===== src/rtl/ipg_defer_pkg.sv =====
package ipg_defer_pkg;

  typedef enum logic [2:0] {
    ST_TXING    = 3'd0,
    ST_B2B      = 3'd1,
    ST_WAIT_CRS = 3'd2,
    ST_GAP      = 3'd3,
    ST_READY    = 3'd4
  } phase_e;

  // Recommended field values in bit-time units
  localparam int unsigned DEF_WIN_LEN    = 64;
  localparam int unsigned DEF_GAP_LEN    = 96;
  localparam int unsigned DEF_B2B_LEN    = 96;
  localparam int unsigned DEF_RX_MIN_GAP = 80;

endpackage


===== src/rtl/ipg_gap_counter.sv =====
module ipg_gap_counter #(
  parameter int unsigned TW = 9
) (
  input  logic          clk,
  input  logic          rst_n,
  input  logic          clr,
  input  logic          en,
  input  logic [TW-1:0] thr,
  output logic [TW-1:0] elapsed,
  output logic          hit
);

  // The gap is over once the cycle being counted now is the thr-th one
  function automatic logic reaches(input logic [TW-1:0] e, input logic [TW-1:0] t);
    return ({1'b0, e} + (TW+1)'(1)) >= {1'b0, t};
  endfunction

  assign hit = reaches(elapsed, thr);

  always_ff @(posedge clk or negedge rst_n) begin
    if (!rst_n) begin
      elapsed <= '0;
    end else if (clr) begin
      elapsed <= '0;
    end else if (en && (elapsed != {TW{1'b1}})) begin
      elapsed <= elapsed + TW'(1);
    end
  end

endmodule


===== src/rtl/ipg_rx_ifg_check.sv =====
module ipg_rx_ifg_check #(
  parameter int unsigned TW = 9
) (
  input  logic          clk,
  input  logic          rst_n,
  input  logic          rx_dv,
  input  logic [TW-1:0] min_ticks,
  output logic          rx_ifg_err
);

  logic          dv_q;
  logic          seen_end_q;
  logic [TW-1:0] low_cnt_q;
  logic          frame_start_ev;
  logic          frame_end_ev;
  logic          short_gap_ev;

  function automatic logic too_short(input logic [TW-1:0] lows, input logic [TW-1:0] lim);
    return lows < lim;
  endfunction

  assign frame_start_ev = rx_dv && !dv_q;
  assign frame_end_ev   = !rx_dv && dv_q;
  assign short_gap_ev   = frame_start_ev && seen_end_q && too_short(low_cnt_q, min_ticks);

  always_ff @(posedge clk or negedge rst_n) begin
    if (!rst_n) begin
      dv_q       <= 1'b0;
      seen_end_q <= 1'b0;
      low_cnt_q  <= '0;
      rx_ifg_err <= 1'b0;
    end else begin
      dv_q       <= rx_dv;
      rx_ifg_err <= short_gap_ev;
      if (frame_end_ev) seen_end_q <= 1'b1;
      if (rx_dv) begin
        low_cnt_q <= '0;
      end else if (low_cnt_q != {TW{1'b1}}) begin
        low_cnt_q <= low_cnt_q + TW'(1);
      end
    end
  end


  err_on_start_chk: assert property (@(posedge clk) disable iff (!rst_n)
    rx_ifg_err |-> ($past(rx_dv) && !$past(rx_dv, 2)));

endmodule


===== src/rtl/ipg_defer_timer.sv =====
module ipg_defer_timer
  import ipg_defer_pkg::*;
#(
  parameter int unsigned FW        = 7,
  parameter int unsigned UNIT_CLKS = 2
) (
  input  logic          clk,
  input  logic          rst_n,
  input  logic          full_duplex,
  input  logic          crs,
  input  logic          tx_req,
  input  logic          tx_done,
  input  logic [FW-1:0] win_len,
  input  logic [FW-1:0] gap_len,
  input  logic [FW-1:0] b2b_len,
  input  logic [FW-1:0] rx_min_gap,
  input  logic          rx_dv,
  output logic          tx_permit,
  output logic          rx_ifg_err
);

  localparam int unsigned TW = FW + $clog2(UNIT_CLKS + 1);

  function automatic logic [TW-1:0] to_ticks(input logic [FW-1:0] units);
    return TW'(units) * TW'(UNIT_CLKS);
  endfunction

  function automatic logic [FW-1:0] clamp_win(input logic [FW-1:0] w, input logic [FW-1:0] g);
    return (w > g) ? g : w;
  endfunction

  logic [TW-1:0] win_ticks, gap_ticks, b2b_ticks, rxmin_ticks;
  assign win_ticks   = to_ticks(clamp_win(win_len, gap_len));
  assign gap_ticks   = to_ticks(gap_len);
  assign b2b_ticks   = to_ticks(b2b_len);
  assign rxmin_ticks = to_ticks(rx_min_gap);

  phase_e        st_q, st_d;
  logic          half;
  logic [TW-1:0] elapsed;
  logic [TW-1:0] thr_sel;
  logic          cnt_hit, cnt_clr, cnt_en;
  logic          in_win;

  // Named events
  logic tx_start_ev, win_carrier_ev, late_carrier_ev, b2b_carrier_ev;

  assign half            = !full_duplex;
  assign in_win          = elapsed < win_ticks;
  assign tx_start_ev     = (st_q == ST_READY) && tx_req;
  assign win_carrier_ev  = (st_q == ST_GAP) && half && crs && in_win;
  assign late_carrier_ev = (st_q == ST_GAP) && half && crs && !in_win;
  assign b2b_carrier_ev  = (st_q == ST_B2B) && half && crs;

  always_comb begin
    st_d = st_q;
    unique case (st_q)
      ST_READY:    if (tx_start_ev) st_d = ST_TXING;
      ST_TXING:    if (tx_done) st_d = ST_B2B;
      ST_B2B: begin
        if (b2b_carrier_ev)  st_d = ST_WAIT_CRS;
        else if (cnt_hit)    st_d = ST_READY;
      end
      ST_WAIT_CRS: begin
        if (!half)           st_d = ST_B2B;
        else if (!crs)       st_d = ST_GAP;
      end
      ST_GAP: begin
        if (win_carrier_ev)  st_d = ST_WAIT_CRS;
        else if (cnt_hit)    st_d = ST_READY;
      end
      default:               st_d = ST_WAIT_CRS;
    endcase
  end

  always_ff @(posedge clk or negedge rst_n) begin
    if (!rst_n) st_q <= ST_WAIT_CRS;
    else        st_q <= st_d;
  end

  assign cnt_clr = (st_d != st_q);
  assign cnt_en  = (st_q == ST_GAP) || (st_q == ST_B2B);
  assign thr_sel = (st_q == ST_B2B) ? b2b_ticks : gap_ticks;

  ipg_gap_counter #(.TW(TW)) u_gap_cnt (
    .clk     (clk),
    .rst_n   (rst_n),
    .clr     (cnt_clr),
    .en      (cnt_en),
    .thr     (thr_sel),
    .elapsed (elapsed),
    .hit     (cnt_hit)
  );

  ipg_rx_ifg_check #(.TW(TW)) u_rx_chk (
    .clk        (clk),
    .rst_n      (rst_n),
    .rx_dv      (rx_dv),
    .min_ticks  (rxmin_ticks),
    .rx_ifg_err (rx_ifg_err)
  );

  assign tx_permit = (st_q == ST_READY);


  permit_drop_chk: assert property (@(posedge clk) disable iff (!rst_n)
    (tx_req && tx_permit) |=> !tx_permit);


  permit_rise_chk: assert property (@(posedge clk) disable iff (!rst_n)
    $rose(tx_permit) |-> $past(cnt_hit));


  win_defer_chk: assert property (@(posedge clk) disable iff (!rst_n)
    win_carrier_ev |=> (st_q == ST_WAIT_CRS));


  late_carrier_chk: assert property (@(posedge clk) disable iff (!rst_n)
    late_carrier_ev |=> (st_q != ST_WAIT_CRS));


  fdx_no_defer_chk: assert property (@(posedge clk) disable iff (!rst_n)
    (full_duplex && (st_q == ST_B2B)) |=> (st_q != ST_WAIT_CRS));

endmodule


===== config.mk =====
export PLATFORM = sky130hd
export DESIGN_NAME = ipg_defer_timer
export DESIGN_NICKNAME = d
export VERILOG_FILES = /design/src/rtl/ipg_defer_pkg.sv /design/src/rtl/ipg_gap_counter.sv /design/src/rtl/ipg_rx_ifg_check.sv /design/src/rtl/ipg_defer_timer.sv
export SDC_FILE = /design/constraint.sdc
export NUM_CORES = 1
export LEC_CHECK = 0
export ABC_AREA = 1
export BUFFER_PORTS_ARGS = -buffer_cell sky130_fd_sc_hd__buf_2
export CAP_MARGIN = 20
export CORE_ASPECT_RATIO = 0.75
export CORE_UTILIZATION = 30
export DETAILED_ROUTE_END_ITERATION = 10
export GPL_ROUTABILITY_DRIVEN = 0
export GPL_TIMING_DRIVEN = 0
export PLACE_DENSITY_LB_ADDON = 0.12
export SLEW_MARGIN = 20
export SYNTH_ARGS = -nofsm -noshare
export SYNTH_HDL_FRONTEND = slang
export SYNTH_SLANG_ARGS = --single-unit

===== constraint.sdc =====
create_clock -name clk -period 3.15 [get_ports clk]
set_input_delay 0.315 -clock clk [delete_from_list [all_inputs] [get_ports clk]]
set_output_delay 0.315 -clock clk [all_outputs]
set_load 0.005 [all_outputs]

# --- Yosys cells after proc, flatten, opt, wreduce, memory -nomap -nowiden ---
# Cells that the tools add are included.
totals:
  ramBits: 0
  word_cells: 52
  latch_bits: 0
  romBits: 0
  regBits: 24
  mem_count: 0
  in_bits: 35
classes:
  order_cmp: 4
  n_mul: 0
  shifts: 0
  n_reduce_logical: 18
  div: 0
  add_sub_neg: 3
  bitwise: 0
  mux: 14
  eq_ne: 7
op_table:
  columns: ["op", "n"]
  rows:
  - ["2-to-1 mux 9 bit", 4]
  - ["2-to-1 mux 3 bit", 7]
  - ["adder 9 x 1 -> 9 bit (second input constant)", 2]
  - ["< comparator 9 x 8 -> 1 bit", 2]
  - ["!= test 9 bit (second input constant)", 2]
  - ["one-hot mux 3 bit (5 select lines)", 1]
  - ["logical AND 1 bit", 11]
  - ["adder 9 x 1 -> 10 bit (second input constant)", 1]
  - [">= comparator 10 x 8 -> 1 bit", 1]
  - ["2-to-1 mux 8 bit", 1]
  - ["greater-than comparator 7 bit", 1]
  - ["2-to-1 mux 7 bit", 1]
  - ["== test 3 x 2 -> 1 bit (second input constant)", 2]
  - ["nonzero test 2 bit", 2]
  - ["== test 3 x 1 -> 1 bit (second input constant)", 1]
  - ["== test 3 bit (second input constant)", 1]
  - ["zero test 1 bit", 3]
  - ["zero test 3 bit", 1]
  - ["!= test 3 bit", 1]
  - ["logical OR 1 bit", 1]

# --- Depth between registers and ports, before layout ---
# Gate-level depths: netlist of the first run.
logic_depth:
  word_depth: 8
  depth_mapped: 24

# --- Hierarchy ---
# Synthesis of the first run repeated with hierarchy kept, for this count alone.
unflattened:
  cells_unflattened: 356
  area_unflattened_um2: 2349.8
modules_own_cells:
  columns: ["mod", "cells_each", "area_each_um2", "instances"]
  rows:
  - ["ipg_gap_counter", 118, 817.0, 1]
  - ["ipg_rx_ifg_check", 111, 799.5, 1]
  - ["ipg_defer_timer", 127, 733.2, 1]

# --- Worst setup path before layout of the first run ---
# OpenSTA, ideal clock, no wires.
synth_path:
  path_kind: "register -> register"
  start: "register st_q[0]"
  end: "register u_gap_cnt.elapsed[4]"
  path_buffers: 1
  required_ns: 3.029
  setup_ns: 0.121
  t_arrival_ns: 2.483
  path_stages_with_launch: 21
  slack_ns: 0.546
  cell_sequence: "dfrtp_1 inv_1 nor2_1 inv_1 nor2_1 inv_1 clkbuf_1 nand2_1 o21ai_0 ha_1 nand2_1 nor4_1 nand3_1 nand2_1 o21ai_1 inv_1 nand2_2 nand2_1 nand2_2 nand2_4 nor2_1"
synth_between:
  elab_chain_cells: 8
  elab_cells_between_ends: 26
  cone_classes: "1 x order compare; 5 x eq/ne; 10 x mux; 10 x reduce/logical"
synth_lines:
  columns: ["item", "line", "rtl"]
  rows:
  - ["start: declaration", "ipg_defer_timer.sv:38", "phase_e st_q, st_d;"]
  - ["start signal: assignment", "ipg_defer_timer.sv:78", "else st_q <= st_d;"]
  - ["== test 3 x 1 -> 1 bit or == test 3 x 2 -> 1 bit (tied branches)", null, null]
  - ["2-to-1 mux 8 bit or logical AND 1 bit (tied branches)", null, null]
  - [">= comparator 10 x 8 -> 1 bit or logical AND 1 bit (tied branches)", null, null]
  - ["2-to-1 mux 3 bit or logical AND 1 bit (tied branches)", "ipg_defer_timer.sv:62, ipg_defer_timer.sv:70, ipg_defer_timer.sv:51", null]
  - ["2-to-1 mux 3 bit (on tied branches)", "ipg_defer_timer.sv:69, ipg_defer_timer.sv:61", null]
  - ["one-hot mux 3 bit (5 select lines) (*)", "ipg_defer_timer.sv:57", "unique case (st_q)"]
  - ["net st_d[0]", "ipg_defer_timer.sv:38", null]
  - ["!= test 3 bit (*)", "ipg_defer_timer.sv:81", "assign cnt_clr = (st_d != st_q);"]
  - ["2-to-1 mux 9 bit or nonzero test 2 bit (tied branches)", null, null]
  - ["end signal: assignment", "ipg_gap_counter.sv:26", "elapsed <= elapsed + TW'(1);"]
  - ["end: declaration", "ipg_gap_counter.sv:9", "output logic [TW-1:0] elapsed,"]
# Mark *: on every way through the listed nets, which the timed path passes. The rest lies on a longest branch.
# A chain may end at the register's enable or synchronous reset.

# --- Worst setup path after layout of the first run ---
# Ends and elaborated chain as after synthesis.

==> results of run 1 <==
==> metal layers <==
metal	GRT usage (%)	vias to the layer above	part of all wire (%)
met5	0	-	0
met4	0.980	0	0.21
met3	2.79	2	3.8
met2	19.3	19	38
met1	23.0	854	58
li1	-	1093	-
==> logic make-up (layout without fill, tap and decap cells) <==
group	Yosys count	in the layout
buffers and inverters	58	100
muxes	1	1
and+or+nand+nor	134	134
xor gates and xnor gates	5	5
AOI/OAI and AO/OA	52	52
adders and majority gates	30	30
DFF	24	24
==> state kept, by name, indices dropped and copies added (netlist names) <==
name and flops:
u_rx_chk.low_cnt_q 9, u_rx_chk.dv_q 1, u_gap_cnt.elapsed 9, st_q 3, u_rx_chk.rx_ifg_err 1, u_rx_chk.seen_end_q 1
==> power by group through the flow <==
| stage | Sequential, mW | Combinational (mW) | Clock (mW) |
|---|---|---|---|
| 3_5_place_dp | 0.421 | 0.715 | 0 |
| 4_1_cts | 0.417 | 0.727 | 0.195 |
| 5_1_grt | 0.424 | 0.912 | 0.204 |
| 6_report | 0.414 | 0.774 | 0.185 |
| 2_1_floorplan | 0.402 | 0.543 | 0 |
| 3_3_place_gp | 0.420 | 0.709 | 0 |
==> cell usage in the layout, fill, tap and decap left out, types with 3 or more instances in the layout <==
cell,n
nand2_1,57
inv_1,53
buf_2,36
ha_1,30
nor2_1,27
dfrtp_1,22
o21ai_0,21
a21oi_1,20
nand3_1,17
nor3_1,9
nand4_1,5
nor2_2,4
xor2_1,4
nand2_2,3
nor4_1,3
clkbuf_8,3
buf_4,3
==> cell type report <==
cell class                      count  area, sq um  area share [%]
Multi-Input combinational cell    222         1350            53.0
Clock buffer                        4         45.0            1.77
Timing Repair Buffer               39          203            7.96
Sequential cell                    24          603            23.7
Tap cell                           98          123            4.82
Buffer                              2         16.3           0.639
Inverter                           55          206            8.11
==> path summary, 6_finish.rpt <==
kind / from / endpoint / slack (ns) / cells after the start
max: st_q[0] / u_gap_cnt.elapsed[4] / 0.30 / 20
min: rst_n / u_rx_chk.rx_ifg_err / 0.03 / 1
max reg2reg: st_q[0] / u_gap_cnt.elapsed[4] / 0.30 / 20
min reg2reg: u_rx_chk.seen_end_q / u_rx_chk.seen_end_q / 0.46 / 1
max in group asynchronous: rst_n / st_q[0] / 2.72 / 1
min in group clk: rx_dv / u_rx_chk.dv_q / 0.25 / 1
==> worst register-to-register path: stages, from the launching register on <==
cell and delay [ns]:
dfrtp_2 0.39, inv_1 0.09, nor2_2 0.10, inv_2 0.06, nor2_4 0.18, inv_2 0.07
clkbuf_4 0.18, nand2_1 0.07, o21ai_0 0.09, ha_1 0.30, nand2_1 0.09, nor4_2 0.28
nand3_1 0.17, nand2_1 0.12, o21ai_1 0.06, inv_1 0.09, nand2_2 0.06, nand2_1 0.07
nand2_2 0.06, nand2_4 0.13, nor2_1 0.06
==> what timing repair did <==
| action | CTS | global route |
|---|---|---|
| pin swaps | 0 | 3 |
| buffers inserted | 0 | 3 |
| setup endpoints to repair | 9 | 9 |
| resized for setup | 2 | 13 |
==> flow_metrics.py, run 1 <==
metrics = {
    "outcome": {
        "status": "finished, final reports clean",
    },
    "power": {
        "p_clk_share_pct": 13.5,
        "p_per_area_nw_per_um2": 540,
        "p_leak_nw": 1.37,
        "p_sw_mw": 0.629,
        "seq_power_share_pct": 30.2,
        "p_int_mw": 0.744,
        "switching_share_pct": 45.8,
        "power_frac_comb_pct": 56.3,
        "ir_worst_vdd_v": 0.000234,
        "power_mw": 1.37,
    },
    "clock_tree": {
        "cts_buffer_depth": 2,
        "h-tree-depth": 1,
        "cts_buffers": 3,
        "clkTransAtPathRegs_ns": 0.08,
        "cts_tree": "built",
        "cts-root-buf": "clkbuf_8",
        "holdBufCountCts": 0,
        "clkLatencyLatePin_ns": 0.26,
        "cts.sinks": 24,
    },
    "grt": {
        "track_usage_pct": 14.1,
        "grt_pass1_vias": 1735,
        "grt_first_pass_wirelength_microns": 8250,
        "grt_max_degree": 25,
        "antenna_found_initial": 0,
        "overflow": 0,
    },
    "logic_synthesis": {
        "syn_avg_cell_area_sq_um": 7.06,
        "synth_compound_area_share_pct": 13.0,
        "synth_top_area_share_pct": 26.8,
        "synth.most_common_cell": "nand2_1",
        "syn-cell-area_sq_um": 2150,
        "synth.mux.area_fraction_pct": 0.466,
        "seq_area_frac_synth_pct": 28.0,
        "synth_fp_nets": 369,
        "ys_ff_latch": 24,
        "synthAdderAreaFrac_pct": 17.5,
        "synth-xor-area-share_pct": 2.04,
        "postSynthCellCount": 304,
        "synth_commonest_cells": "nand2_1, inv_1, ha_1",
        "yosys.area.top_type": "dfrtp_1",
        "synth_edf_count": 0,
        "yosys.area_share.simple_pct": 28.6,
        "yosys_warnings": 0,
        "synth_top_family_by_area": "simple AND/OR/NAND/NOR gates",
        "async_flop_share_pct": 100,
        "ys_dominant_reg_cell": "dfrtp_1",
        "yosys-top-cells-area": "dfrtp_1, ha_1, nand2_1, inv_1, o21ai_0",
        "yosys.cell_types.count": 32,
    },
    "routing": {
        "firstDrtPassIters": 4,
        "vias": 1968,
        "ant_nets": 0,
        "viasPerCell": 4.43,
        "drt_iter0_markers": 73,
        "wl_microns": 4820,
        "drc": 0,
        "wl_per_cell_microns": 10.8,
    },
    "timing": {
        "worst_slack_ns": 0.302,
        "fin_crit_sh_pct": 90.4,
        "setup_viol": 0,
        "tightest_slew_ns": 0.555,
        "tns_ns": 0,
        "timing.slew.headroom_pct": 63.0,
        "finalClockSkew_ns": 0.00244,
        "timing.final.crit_period_ns": 2.85,
        "slew_violations": 0,
        "fin_hold_ws_ns": 0.0321,
        "hold_viol": 0,
        "max_clock_freq_mhz": 351,
    },
    "final_layout": {
        "syn2layout_area_growth_pct": 18.6,
        "diodes": 0,
        "fin_nets": 412,
        "final_util_pct": 37.1,
        "drive_gt1_share_pct": 17.9,
        "instances_no_fill": 444,
        "finalInstanceArea_sq_um": 2540,
        "fillers": 746,
    },
    "floorplanning": {
        "io-pin-count": 37,
        "coreArea_sq_um": 6860,
        "die_area_sq_um": 7500,
        "die_x_microns": 99.7,
        "row_count": 26,
        "die_y_microns": 75.2,
        "start_util_pct": 31.3,
    },
    "worst_hold_path": {
        "hp-class": "input pin to asynchronous set/reset pin",
    },
    "setup_path": {
        "cp_max_fo": 10,
        "start_kind": "flop",
        "cp_top_family": "simple AND/OR/NAND/NOR gates",
        "end_kind": "flop",
        "cp_num_buf_inv": 5,
        "slowest_stage": "dfrtp_2",
        "critical_path_class": "flop to flop",
        "cp_data_arrival_time_ns": 3.00,
        "required_ns": 3.30,
        "cpPeakStageDelay_ns": 0.39,
        "path_common_cell": "nand2_1",
        "path_cells": "inv_1 > nor2_2 > inv_2 > nor2_4 > inv_2 > clkbuf_4 > nand2_1 > o21ai_0 > ha_1 > nand2_1 > nor4_2 > nand3_1 > nand2_1 > o21ai_1 > inv_1 > nand2_2 > nand2_1 > nand2_2 > nand2_4 > nor2_1",
    },
    "flow_run": {
        "maxCapViolations": 0,
    },
    "place": {
        "hpwl_microns": 4090,
        "port_buffers": 36,
        "placed_cell_area_sq_um": 2450,
        "pre_cts_ws_ns": -0.134,
        "dp.cells": 438,
    },
}
(Power assumes the default switching activity.)
==> run 2: changes to the inputs <==
- CORE_UTILIZATION: 30 -> 33
==> flow_metrics.py, run 2 (synthesis results as in run 1) <==
metrics = {
    "clock_tree": {
        "cts_buffer_depth": 2,
        "cts_buffers": 3,
        "clkLatencyLatePin_ns": 0.26,
        "cts-root-buf": "clkbuf_8",
        "clkTransAtPathRegs_ns": 0.08,
        "cts.sinks": 24,
        "cts_tree": "built",
        "h-tree-depth": 1,
        "holdBufCountCts": 0,
    },
    "grt": {
        "grt_pass1_vias": 1767,
        "antenna_found_initial": 0,
        "grt_first_pass_wirelength_microns": 8360,
        "grt_max_degree": 25,
        "overflow": 0,
        "track_usage_pct": 15.6,
    },
    "floorplanning": {
        "start_util_pct": 34.1,
        "die_x_microns": 95.1,
        "die_area_sq_um": 6830,
        "io-pin-count": 37,
        "die_y_microns": 71.8,
        "row_count": 25,
        "coreArea_sq_um": 6290,
    },
    "timing": {
        "timing.slew.headroom_pct": 63.4,
        "hold_viol": 0,
        "finalClockSkew_ns": 0.00283,
        "slew_violations": 0,
        "timing.final.crit_period_ns": 2.88,
        "fin_crit_sh_pct": 91.3,
        "tightest_slew_ns": 0.550,
        "max_clock_freq_mhz": 348,
        "setup_viol": 0,
    },
    "routing": {
        "drc": 0,
        "firstDrtPassIters": 4,
        "wl_microns": 4870,
        "wl_per_cell_microns": 11.4,
        "viasPerCell": 4.64,
        "vias": 1980,
        "drt_iter0_markers": 93,
        "ant_nets": 0,
    },
    "setup_path": {
        "required_ns": 3.35,
        "path_cells": "inv_2 > nor2_1 > inv_1 > nor2_4 > inv_1 > buf_4 > nand2_1 > o21ai_1 > ha_1 > a21oi_1 > o21ai_0 > nand4_1 > nand2_1 > nor2_4 > nand2_1 > o21ai_1 > inv_1 > nand2_2 > nand2_1 > nand2_2 > nand2_4 > nor2_1",
        "end_kind": "flop",
        "path_common_cell": "nand2_1",
        "critical_path_class": "flop to flop",
        "endpoint": "u_gap_cnt.elapsed[5]",
        "reg2reg_depth": 22,
        "cp.depth": 22,
        "cp_data_arrival_time_ns": 3.07,
        "cp_num_buf_inv": 5,
        "cp_top_family": "simple AND/OR/NAND/NOR gates",
        "start_kind": "flop",
        "r2r_end": "u_gap_cnt.elapsed[5]",
        "slowest_stage": "dfrtp_1",
        "rr_startpoint": "st_q[0]",
        "cpPeakStageDelay_ns": 0.40,
        "ff2ff_setup_slack_ns": 0.27,
        "cp_max_fo": 10,
        "startpoint": "st_q[0]",
    },
    "place": {
        "dp.cells": 421,
        "hpwl_microns": 4050,
        "port_buffers": 36,
        "placed_cell_area_sq_um": 2430,
    },
    "power": {
        "p_per_area_nw_per_um2": 550,
        "power_mw": 1.39,
        "ir_worst_vdd_v": 0.000423,
        "p_leak_nw": 1.38,
    },
    "final_layout": {
        "fin_nets": 412,
        "finalInstanceArea_sq_um": 2530,
        "diodes": 0,
        "layout_common_cells": "nand2_1, inv_1, buf_2, ha_1, nor2_1",
        "final_util_pct": 40.3,
        "top_regs": "u_gap_cnt.elapsed: 9 flops, u_rx_chk.low_cnt_q: 9 flops, st_q: 3 flops",
        "drive_gt1_share_pct": 17.3,
        "syn2layout_area_growth_pct": 18.1,
        "layout.cells.most_common": "nand2_1",
        "instances_no_fill": 427,
    },
    "outcome": {
        "status": "finished, final reports clean",
    },
    "worst_hold_path": {
        "hp-class": "input pin to asynchronous set/reset pin",
    },
    "flow_run": {
        "maxCapViolations": 0,
    },
}
[run 2: final cells by class]
cell class / count / area (sq um)
fillers: 669 / 3750
multi-input cells: 222 / 1350
flip-flops and latches: 24 / 602
inverters: 55 / 206
repair buffers: 39 / 203
well taps: 81 / 101
clock buffers: 4 / 55.1
plain buffers: 2 / 16.3
[run 2: through the flow]
step | hold WS [ns] | setup slack [ns] | TNS [ns]
floorplan | 0.0194 | 0.546 | 0
CTS | 0.0417 | 0.0371 | 0
global route | 0.0722 | -0.00991 | -0.0265
finish | 0.0294 | 0.274 | 0
global placement | 0.335 | -0.179 | -1.57
detailed placement | 0.335 | -0.193 | -1.66
[run 2: timing repair]
action                                 in CTS  in global routing
setup endpoints to repair                   9                  9
endpoints found under the hold margin       0                  0
buffers inserted                            0                  3
gates resized for setup                     2                 15
pin swaps                                   0                  5
gates cloned                                0                  0
[run 2: worst min path at each step]
stage / from / slack [ns] / endpoint
after floorplan: rst_n / 0.02 / st_q[0]
after global placement: rst_n / 0.33 / u_rx_chk.rx_ifg_err
after detailed placement: rst_n / 0.33 / u_rx_chk.rx_ifg_err
after global routing: rst_n / 0.07 / u_rx_chk.rx_ifg_err
after CTS: rst_n / 0.04 / u_rx_chk.rx_ifg_err
final: rst_n / 0.03 / u_rx_chk.rx_ifg_err
[run 2: power by group]
part | total, mW | switching (mW) | leakage (nW) | internal (mW)
Combinational | 0.774 | 0.483 | 1.03 | 0.291
Clock | 0.205 | 0.0940 | 0.0288 | 0.111
Sequential | 0.414 | 0.0538 | 0.314 | 0.360
[run 2: per-layer routing]
| layer | vias up | part of all wire [%] | routed length [microns] | GRT usage (%) |
|---|---|---|---|---|
| li1 | 1090 | - | - | - |
| met1 | 870 | 59 | 2860 | 26.4 |
| met2 | 18 | 39 | 1880 | 20.6 |
| met3 | 2 | 2.5 | 124 | 2.87 |
| met4 | 0 | 0.082 | 4 | 1.01 |
| met5 | - | 0 | 0 | 0 |
[run 2: worst reg2reg max path, cell delays in order, from the launching register on]
cell	delay (ns)
dfrtp_1	0.40
inv_2	0.07
nor2_1	0.09
inv_1	0.09
nor2_4	0.19
inv_1	0.11
buf_4	0.18
nand2_1	0.06
o21ai_1	0.07
ha_1	0.29
a21oi_1	0.15
o21ai_0	0.12
nand4_1	0.10
nand2_1	0.08
nor2_4	0.14
nand2_1	0.08
o21ai_1	0.12
inv_1	0.08
nand2_2	0.07
nand2_1	0.06
nand2_2	0.08
nand2_4	0.09
nor2_1	0.11
